`src/rtl/bankmap_pkg.sv`:
```
`timescale 1ns/1ps
package bankmap_pkg;
  localparam int CFG_FIELDS = 6;
  localparam int F_RMASK = 0;
  localparam int F_RADDR = 1;
  localparam int F_PAGE  = 2;
  localparam int F_MODE  = 3;
  localparam int F_PMASK = 4;
  localparam int F_BASE  = 5;

  // mode byte bit positions
  localparam int M_PREG  = 7;
  localparam int M_NOMIR = 6;
  localparam int M_RAM   = 5;
  localparam int M_WEN   = 4;
  localparam int M_OFF   = 3;

  typedef struct packed {
    logic [7:0] rmask;
    logic [7:0] raddr;
    logic [7:0] page;
    logic [7:0] mode;
    logic [7:0] pmask;
    logic [7:0] base;
  } bank_cfg_t;

  // log2 of window bytes; 0 for codes that disable the window
  function automatic logic [4:0] win_log2(input logic [2:0] code);
    return (code >= 3'd3) ? (5'(code) + 5'd9) : 5'd0;
  endfunction

  function automatic logic win_ok(input logic [7:0] mode);
    return !mode[M_OFF] && (mode[2:0] >= 3'd3);
  endfunction

  function automatic logic [16:0] win_size(input logic [2:0] code);
    return 17'd1 << win_log2(code);
  endfunction

  function automatic logic [15:0] rel_addr(input logic [15:0] a, input logic [7:0] base);
    return a - {base, 8'h00};
  endfunction

  function automatic logic covers(input logic [15:0] a, input logic [7:0] base,
                                  input logic [7:0] mode);
    logic [16:0] sz;
    logic direct, mirror;
    sz     = win_size(mode[2:0]);
    direct = {1'b0, rel_addr(a, base)} < sz;
    mirror = !mode[M_NOMIR] && ({1'b0, rel_addr(a ^ 16'h8000, base)} < sz);
    return win_ok(mode) && (direct || mirror);
  endfunction

  function automatic logic [31:0] phys_calc(input logic [15:0] a, input bank_cfg_t c,
                                            input logic [7:0] blk);
    logic [15:0] off_mask;
    logic [31:0] pg;
    off_mask = 16'(win_size(c.mode[2:0]) - 17'd1);
    pg       = 32'(c.page & c.pmask) << win_log2(c.mode[2:0]);
    return ({24'd0, blk} << 16) + pg + {16'd0, rel_addr(a, c.base) & off_mask};
  endfunction
endpackage

```
`src/rtl/bankmap_regs.sv`:
```
`timescale 1ns/1ps
module bankmap_regs
  import bankmap_pkg::*;
#(
  parameter int NBANKS = 4,
  parameter int BLK_W  = 7,
  parameter int IDX_W  = 5
) (
  input  logic              clk,
  input  logic              rst_n,
  input  logic              cfg_we,
  input  logic [IDX_W-1:0]  cfg_idx,
  input  logic [7:0]        cfg_data,
  input  logic              cpu_wr,
  input  logic [7:0]        addr_hi,
  input  logic [7:0]        cpu_wdata,
  output bank_cfg_t         cfg [NBANKS],
  output logic [NBANKS-1:0] preg_hit,
  output logic [BLK_W-1:0]  blk
);
  localparam int BLK_IDX = NBANKS * CFG_FIELDS;

  for (genvar b = 0; b < NBANKS; b++) begin : g_bank
    localparam int BASE_IDX = b * CFG_FIELDS;
    localparam bank_cfg_t RST_VAL = (b == 0) ? bank_cfg_t'(48'hF8_50_00_85_03_40)
                                             : bank_cfg_t'(48'h0);
    bank_cfg_t             r;
    logic [CFG_FIELDS-1:0] fw;

    always_comb begin
      for (int f = 0; f < CFG_FIELDS; f++)
        fw[f] = cfg_we && (int'(cfg_idx) == BASE_IDX + f);
    end

    assign preg_hit[b] = cpu_wr && r.mode[M_PREG] && ((addr_hi & r.rmask) == r.raddr);
    assign cfg[b] = r;

    always_ff @(posedge clk) begin
      if (!rst_n) begin
        r <= RST_VAL;
      end else begin
        if (fw[F_RMASK]) r.rmask <= cfg_data;
        if (fw[F_RADDR]) r.raddr <= cfg_data;
        if (fw[F_MODE])  r.mode  <= cfg_data;
        if (fw[F_PMASK]) r.pmask <= cfg_data;
        if (fw[F_BASE])  r.base  <= cfg_data;
        if (fw[F_PAGE])        r.page <= cfg_data;
        else if (preg_hit[b])  r.page <= cpu_wdata;
      end
    end
  end

  always_ff @(posedge clk) begin
    if (!rst_n)                                     blk <= '0;
    else if (cfg_we && int'(cfg_idx) == BLK_IDX)    blk <= cfg_data[BLK_W-1:0];
  end
endmodule

```
`src/rtl/bankmap_decode.sv`:
```
`timescale 1ns/1ps
module bankmap_decode
  import bankmap_pkg::*;
#(
  parameter int PHYS_W = 23
) (
  input  bank_cfg_t          cfg,
  input  logic [15:0]        cpu_addr,
  input  logic [7:0]         blk,
  output logic               hit,
  output logic [PHYS_W-1:0]  phys
);
  assign hit  = covers(cpu_addr, cfg.base, cfg.mode);
  assign phys = PHYS_W'(phys_calc(cpu_addr, cfg, blk));
endmodule

```
`src/rtl/bankmap_prio.sv`:
```
`timescale 1ns/1ps
module bankmap_prio #(
  parameter int N = 4
) (
  input  logic [N-1:0] req,
  output logic [N-1:0] grant,
  output logic         any
);
  always_comb begin
    logic found;
    found = 1'b0;
    grant = '0;
    for (int i = 0; i < N; i++) begin
      if (req[i] && !found) begin
        grant[i] = 1'b1;
        found    = 1'b1;
      end
    end
  end
  assign any = |req;
endmodule

```
`src/rtl/bankmap_top.sv`:
```
`timescale 1ns/1ps
module bankmap_top
  import bankmap_pkg::*;
#(
  parameter int NBANKS = 4,
  parameter int PHYS_W = 23,
  localparam int IDX_W = $clog2(NBANKS * CFG_FIELDS + 1),
  localparam int BLK_W = PHYS_W - 16
) (
  input  logic              clk,
  input  logic              rst_n,
  input  logic              cfg_we,
  input  logic [IDX_W-1:0]  cfg_idx,
  input  logic [7:0]        cfg_data,
  input  logic [15:0]       cpu_addr,
  input  logic              cpu_wr,
  input  logic [7:0]        cpu_wdata,
  output logic              mem_sel,
  output logic              mem_ram,
  output logic              mem_we,
  output logic [PHYS_W-1:0] mem_addr
);
  bank_cfg_t          cfg [NBANKS];
  logic [NBANKS-1:0]  preg_hit;
  logic [BLK_W-1:0]   blk;
  logic [NBANKS-1:0]  hit_vec, win_vec, bank_en, bank_wen;
  logic [PHYS_W-1:0]  phys [NBANKS];
  logic [7:0]         page_first;
  logic               sel_wen;

  bankmap_regs #(.NBANKS(NBANKS), .BLK_W(BLK_W), .IDX_W(IDX_W)) u_regs (
    .clk(clk), .rst_n(rst_n), .cfg_we(cfg_we), .cfg_idx(cfg_idx), .cfg_data(cfg_data),
    .cpu_wr(cpu_wr), .addr_hi(cpu_addr[15:8]), .cpu_wdata(cpu_wdata),
    .cfg(cfg), .preg_hit(preg_hit), .blk(blk)
  );

  for (genvar b = 0; b < NBANKS; b++) begin : g_dec
    bankmap_decode #(.PHYS_W(PHYS_W)) u_dec (
      .cfg(cfg[b]), .cpu_addr(cpu_addr), .blk(8'(blk)),
      .hit(hit_vec[b]), .phys(phys[b])
    );
    assign bank_en[b]  = win_ok(cfg[b].mode);
    assign bank_wen[b] = cfg[b].mode[M_WEN];
  end

  bankmap_prio #(.N(NBANKS)) u_prio (.req(hit_vec), .grant(win_vec), .any(mem_sel));

  always_comb begin
    mem_addr = '0;
    mem_ram  = 1'b0;
    sel_wen  = 1'b0;
    for (int b = 0; b < NBANKS; b++) begin
      if (win_vec[b]) begin
        mem_addr = mem_addr | phys[b];
        mem_ram  = mem_ram | cfg[b].mode[M_RAM];
        sel_wen  = sel_wen | cfg[b].mode[M_WEN];
      end
    end
  end

  assign mem_we     = cpu_wr && mem_sel && sel_wen && ((preg_hit & ~bank_wen) == '0);
  assign page_first = cfg[0].page;
endmodule

```
`config.mk`:
```
export PLATFORM = sky130hd
export DESIGN_NAME = bankmap_top
export DESIGN_NICKNAME = d
export VERILOG_FILES = /design/src/rtl/bankmap_pkg.sv /design/src/rtl/bankmap_regs.sv /design/src/rtl/bankmap_decode.sv /design/src/rtl/bankmap_prio.sv /design/src/rtl/bankmap_top.sv
export SDC_FILE = /design/constraint.sdc
export NUM_CORES = 1
export LEC_CHECK = 0
export BUFFER_PORTS_ARGS = -buffer_cell sky130_fd_sc_hd__buf_4
export CAP_MARGIN = 15
export CORE_ASPECT_RATIO = 0.75
export CORE_MARGIN = 2
export CORE_UTILIZATION = 55
export DETAILED_ROUTE_END_ITERATION = 10
export GPL_TIMING_DRIVEN = 1
export PLACE_DENSITY = 0.81
export SYNTH_ARGS = -nofsm -noshare
export SYNTH_HDL_FRONTEND = slang
export SYNTH_SLANG_ARGS = --single-unit
```
`constraint.sdc`:
```
create_clock -name clk -period 8.3 [get_ports clk]
set_clock_uncertainty 0.2 [all_clocks]
set_input_delay 2.49 -clock clk [delete_from_list [all_inputs] [get_ports clk]]
set_output_delay 2.49 -clock clk [all_outputs]
set_load 0.005 [all_outputs]
```
== Word level (Yosys, flattened, before mapping) ==
Index checks and enable logic that the tools add are counted.
Cells by class
  $add $sub $neg: 24
  order comparisons: 12
  eq/ne operators: 28
  shift operators: 8
  mux-type cells: 30
  bitwise logic cells: 24
  reduce and logical (&&, ||, !) cells: 73
Operator list (number)
  16-bit by 17-bit less-than comparator with 1-bit output: 8
  16-bit subtractor: 8
  23-bit by 16-bit adder with 23-bit output: 4
  23-bit adder: 4
  23-bit two-way mux: 4
  8-bit by 5-bit << shifter with 23-bit output: 4
  5-bit equality test (second input constant): 16
  23-bit OR: 3
  1-bit by 5-bit << shifter with 17-bit output (first input constant): 4
  16-bit AND: 4
  8-bit AND: 8
  8-bit two-way mux: 8
  16-bit by 1-bit subtractor with 16-bit output (second input constant): 4
  1-bit logical AND: 51
  8-bit equality test: 4
  5-bit by 4-bit equality test with 1-bit output (second input constant): 5
  3-bit by 4-bit adder with 5-bit output (second input constant): 4
  5-bit two-way mux: 4
  1-bit two-way mux: 14
  3-bit by 2-bit >= comparator with 1-bit output (second input constant): 4
  1-bit zero test: 11
  5-bit by 3-bit equality test with 1-bit output (second input constant): 2
  2-bit nonzero test: 4
  1-bit OR: 6
  8 further kinds: 11
Storage, ports and cells
  register bits: 199
  input bits: 41
  output and inout bits: 26
  word-level logic and storage cells: 224

== Logic depth before layout (Yosys ltp) ==
  depth after elaboration: 20
  mapped depth: 22
  depth with buffers taken out: 21

== By module ==
A second synthesis with hierarchy kept.
Second synthesis, totals
  cell total of the unflattened synthesis: 2709
  area, all modules: 20450.9 um^2
By module, submodules not included
  bankmap_regs: times used 1, cells an instance 978, area an instance 8587.0 um^2, seq. area each 3983.8 um^2
  bankmap_decode at g_dec[1].u_dec ...: times used 2, cells an instance 404, area an instance 2820.2 um^2, seq. area each 0.0 um^2
  bankmap_decode at g_dec[0].u_dec ...: times used 2, cells an instance 412, area an instance 2797.7 um^2, seq. area each 0.0 um^2
  bankmap_top: times used 1, cells an instance 94, area an instance 590.6 um^2, seq. area each 0.0 um^2
  bankmap_prio: times used 1, cells an instance 5, area an instance 37.5 um^2, seq. area each 0.0 um^2

== Worst setup path after synthesis ==
OpenSTA, ideal clock, no wires.
  path kind: in2out
  from: input cpu_addr[8]
  to: output mem_addr[20]
  arrival: 5.940 ns
  required time: 5.610 ns
  slack: -0.330 ns
  cell stages on the path: 21
  path buffers: 0
  cell sequence: inv_1 ha_1 inv_1 fa_1 nand2_1 nand2_1 a21oi_1 o21bai_1 a21oi_1 xnor2_1 a21boi_0 ha_1 a21oi_1 a21boi_0 or2_2 or3_1 o2111ai_1 nand2_1 xor2_1 a22oi_1 o211ai_1
On the way
  word-level cells in the longest chain between the ends: 16
  elaborated cells on any way between the ends: 55
  classes of those cells: 12 x add/sub; 8 x order compare; 10 x mux; 7 x bitwise; 18 x reduce/logical
RTL lines
  start: declaration: line bankmap_top.sv:15  | input logic [15:0] cpu_addr,
  16-bit subtractor: line bankmap_pkg.sv:41  | return a - {base, 8'h00};
  16-bit by 17-bit less-than comparator with 1-bit output: line bankmap_pkg.sv:50  | mirror = !mode[M_NOMIR] && ({1'b0, rel_addr(a ^ 16'h8000, base)} < sz);
  1-bit logical AND: line bankmap_pkg.sv:50
  1-bit logical OR: line bankmap_pkg.sv:51  | return win_ok(mode) && (direct || mirror);
  1-bit logical AND: line bankmap_pkg.sv:51
  1-bit two-way mux: line bankmap_prio.sv:14  | if (req[i] && !found) begin
  1-bit zero test: line bankmap_prio.sv:14
  1-bit logical AND: line bankmap_prio.sv:14
  1-bit two-way mux: line bankmap_prio.sv:14
  1-bit zero test: line bankmap_prio.sv:14
  1-bit logical AND: line bankmap_prio.sv:14
  1-bit two-way mux: line bankmap_prio.sv:14
  1-bit zero test: line bankmap_prio.sv:14
  1-bit logical AND: line bankmap_prio.sv:14
  1-bit two-way mux: line bankmap_prio.sv:14
  23-bit two-way mux (*): line bankmap_top.sv:53  | if (win_vec[b]) begin
  end: declaration: line bankmap_top.sv:21  | output logic [PHYS_W-1:0] mem_addr
Every way passes the cells marked *; elsewhere a longest branch is shown, timed or not.

== Worst setup path after layout ==
  from: input cpu_addr[8]
  to: output mem_addr[21]
Same word-level chain as after synthesis.

==> flow_metrics.tcl <==
set metrics [dict create \
    status "finished, violations left" \
    min-delay-path-class "flop to flop" \
    number_of_fill_cells_in_the_layout 2681 \
    power.sequential.fraction 0.386 \
    yosysUniqueCellTypes 87 \
    final_max_slew_viol_count 0 \
    row_count 59 \
    post_place_cells 3143 \
    setup_viol 26 \
    avgRoutedWirePerCell_um 23.4 \
    hold-worst-slack_ps 277 \
    violations "negative setup slack" \
    critical_path.n_buffers_inverters 6 \
    layout_worst_path_cycle_share 1.09 \
    internal_power_mw 1.70 \
    antenna-diode-count 0 \
    cts.sink_count 199 \
    critical_path_arrival_ps 6320 \
    fp.coreArea_um2 34500 \
    synth_enable_flop_cells 0 \
    synth-warning-count 0 \
    routed_via_density 6.36 \
    max-clock-path-buffers 2 \
    final_cell_mix "sky130_fd_sc_hd__buf_4, sky130_fd_sc_hd__nand2_1, sky130_fd_sc_hd__nor2_1" \
    setup_crit_start_kind "input pin" \
    initialDrtViolationCount 2233 \
    drtPass1Iterations 6 \
    slowest_delay_ps 360 \
    number_of_global_route_vias_before_repair 19900 \
    switching_share 0.322 \
    hold_violations 0 \
    crit_path_cell_trace "buf_8, inv_6, buf_12, ha_4, inv_2, fa_2, a21o_1, a21oi_2, o21bai_1, a21oi_2, xnor2_2, buf_4, a21boi_4, ha_4, a21o_1, a21oi_2, nor2b_1, a311o_1, a41o_1, mux2i_1, a211o_1, buf_6" \
    power.density_cell_area_nw_per_um2 104 \
    flow.area_growth_from_synthesis_pct 26.2 \
    pwr-share-clk 0.341 \
    grtUsageTotal 0.406 \
    combPwrFrac 0.273 \
    setup_tns_ps -15870 \
    htreeDepth 4 \
    port-buffer-count 66 \
    vdd.ir_drop.worst_mv 0.185 \
    clock_tree_from_tritoncts "yes" \
    final.min_clock_period_ps 9010 \
    detail-route-antenna-nets 0 \
    worstPathMaxFanout 3 \
    synth_seq_cells 199 \
    drc 0 \
    hpwl_detailed_mm 56.5 \
    detail_route.wirelength_mm 75.4 \
    grt_max_degree 125 \
    share_of_final_layout_standard_cells_stronger_than_drive_strength_1 0.220 \
    crit_path_top_delay_cell "sky130_fd_sc_hd__a311o_1" \
    post-route-cell-area_um2 24200 \
    cell_repeated_most_along_the_worst_path "sky130_fd_sc_hd__a21oi_2" \
    max_freq_mhz 111 \
    worst-endpoint-required_ps 5610 \
    detailed_place.area_um2 21800 \
    worstMarginPinSlew_ps 1210 \
    critical_path_depth 22 \
    r2r_cells 9 \
    grt_antenna_before_repair 1 \
    post_synth_inst_count 2479 \
    fp.dieH_um 166 \
    whs_path_depth 2 \
    fin_total_pwr_mw 2.51 \
    timing.max_slew.rel_slack 0.192 \
    detailroute.via_count 20500 \
    p_switching_mw 0.809 \
    cts_root_buffer "sky130_fd_sc_hd__clkbuf_16" \
    tritoncts_buffers 17 \
    dieArea_um2 36300 \
    cp_delay_by_family_top "compound AO/OA/AOI/OAI gates" \
    start_util 0.556 \
    synth.avg_cell_area_um2 7.73 \
    top_level_ports 67 \
    setup.worst_path.end_class "primary output" \
    setup_repair_after_global_routing_missed_its_margin "true" \
    setup_slack_ps -708 \
    fraction_of_the_yosys_area_taken_by_sequential_cells 0.208 \
    cts.reportedPaths.clkPinSlew_ps 70 \
    number_of_nets_in_the_layout 2984 \
    place_congestion 1.00 \
    final_common_cell "sky130_fd_sc_hd__buf_4" \
    finish.cell_count_without_fillers 3222 \
    synth-main-ff-cell "sky130_fd_sc_hd__dfxtp_1" \
    die_x_um 219 \
    power.leakage_nw 10.7 \
    maxCapViolations 0 \
    grt_first_pass_wirelength_mm 114 \
    synth-async-reset-ratio 0 \
    synth_area_um2 19200 \
    clock_latency_ps 470 \
    path_class "input pin to primary output" \
    grt_remaining_overflow 0 \
]
-- stage by stage --
stage | setup slack, ps | utilization
after CTS | -723 | 0.686
after global placement | -1090 | 0.631
after detailed placement | -1240 | 0.631
after global routing | -851 | 0.701
final | -708 | 0.701
after floorplan | -30.0 | -
-- synthesized netlist by cell type, types with 13 or more instances --
cell                       instances  share of area
sky130_fd_sc_hd__a211o_1          13         0.0059
sky130_fd_sc_hd__a211oi_1         17         0.0067
sky130_fd_sc_hd__a21boi_0         29          0.011
sky130_fd_sc_hd__a21o_1           45          0.018
sky130_fd_sc_hd__a21oi_1         124          0.032
sky130_fd_sc_hd__a31oi_1          26         0.0085
sky130_fd_sc_hd__and2_1           37          0.012
sky130_fd_sc_hd__and3_1           20         0.0065
sky130_fd_sc_hd__clkbuf_1         97          0.019
sky130_fd_sc_hd__dfxtp_1         199           0.21
sky130_fd_sc_hd__ha_1            182           0.12
sky130_fd_sc_hd__inv_1            95          0.019
sky130_fd_sc_hd__mux2i_1         193           0.10
sky130_fd_sc_hd__nand2_1         292          0.057
sky130_fd_sc_hd__nand2b_1         21         0.0069
sky130_fd_sc_hd__nand3_1          75          0.020
sky130_fd_sc_hd__nand4_1          20         0.0065
sky130_fd_sc_hd__nor2_1          225          0.044
sky130_fd_sc_hd__nor2b_1         158          0.052
sky130_fd_sc_hd__nor3_1           47          0.012
sky130_fd_sc_hd__nor4_1           16         0.0052
sky130_fd_sc_hd__o211a_1          33          0.017
sky130_fd_sc_hd__o211ai_1         15         0.0059
sky130_fd_sc_hd__o21a_1           37          0.015
sky130_fd_sc_hd__o21ai_0          84          0.022
sky130_fd_sc_hd__o21bai_1         23         0.0090
sky130_fd_sc_hd__o22ai_1          31          0.010
sky130_fd_sc_hd__or3_1            18         0.0059
sky130_fd_sc_hd__xnor2_1         105          0.048
sky130_fd_sc_hd__xor2_1           35          0.016
-- routing by layer --
metal	GRT usage	up-vias	routed length, um
li1	-	9376	-
met1	0.561	9838	31800
met2	0.621	1057	32400
met3	0.0964	220	8410
met4	0.132	0	2790
met5	0	-	0
-- power groups by stage --
stage	clock [mW]	combinational (mW)	sequential, mW
finish	0.856	0.686	0.970
global route	0.884	0.716	0.971
CTS	0.848	0.628	0.970
detailed placement	0	0.519	0.992
global placement	0	0.509	0.991
floorplan	0	0.276	0.989
-- worst min-delay path: stages (launching register included) --
cell	delay [ps]
sky130_fd_sc_hd__dfxtp_1	310
sky130_fd_sc_hd__nand2_1	50
sky130_fd_sc_hd__nand3_1	60
-- path summary, 6_finish.rpt --
check	slack, ps	start	end
setup / recovery	-710	cpu_addr[8]	mem_addr[21]
hold / removal	280	u_regs.cfg[191]$_SDFFE_PN1P_	u_regs.cfg[191]$_SDFFE_PN1P_
setup reg to reg	5400	u_regs.cfg[185]$_SDFFE_PN0P_	u_regs.cfg[173]$_SDFFE_PN0P_
hold reg to reg	280	u_regs.cfg[191]$_SDFFE_PN1P_	u_regs.cfg[191]$_SDFFE_PN1P_
-- final cells by class --
cell class	count	area [um^2]	share of cell area
Sequential cell	199	3980	0.165
Timing Repair Buffer	356	2910	0.120
Inverter	96	365	0.0151
Multi-Input combinational cell	2083	15800	0.652
Clock buffer	17	425	0.0176
Clock inverter	14	158	0.00652
Tap cell	457	572	0.0237
-- registers in the layout, indices dropped and copies added, names as in the netlist --
signal and count:
u_regs.cfg 192, u_regs.blk 7
-- cell families (layout without fill, tap and decap cells) --
| family | count (synthesis) | after routing | synth area share |
|---|---|---|---|
| compound gates | 574 | 574 | 0.206 |
| xor+xnor | 140 | 140 | 0.0640 |
| fa+ha+maj | 190 | 190 | 0.127 |
| buf+inv | 209 | 483 | 0.0429 |
| flops | 199 | 199 | 0.208 |
| mux | 203 | 203 | 0.109 |
| other cells | 1 | 13 | 0.000196 |
| simple gates | 963 | 963 | 0.243 |
-- what timing repair did --
action | in CTS | in global routing
buffers inserted | 42 | 14
endpoints found under the setup margin | 26 | 26
hold buffers | 0 | 0
pin swaps | 129 | 93
cloned | 2 | 0
resized for setup | 212 | 77
(Power assumes the default switching activity.)
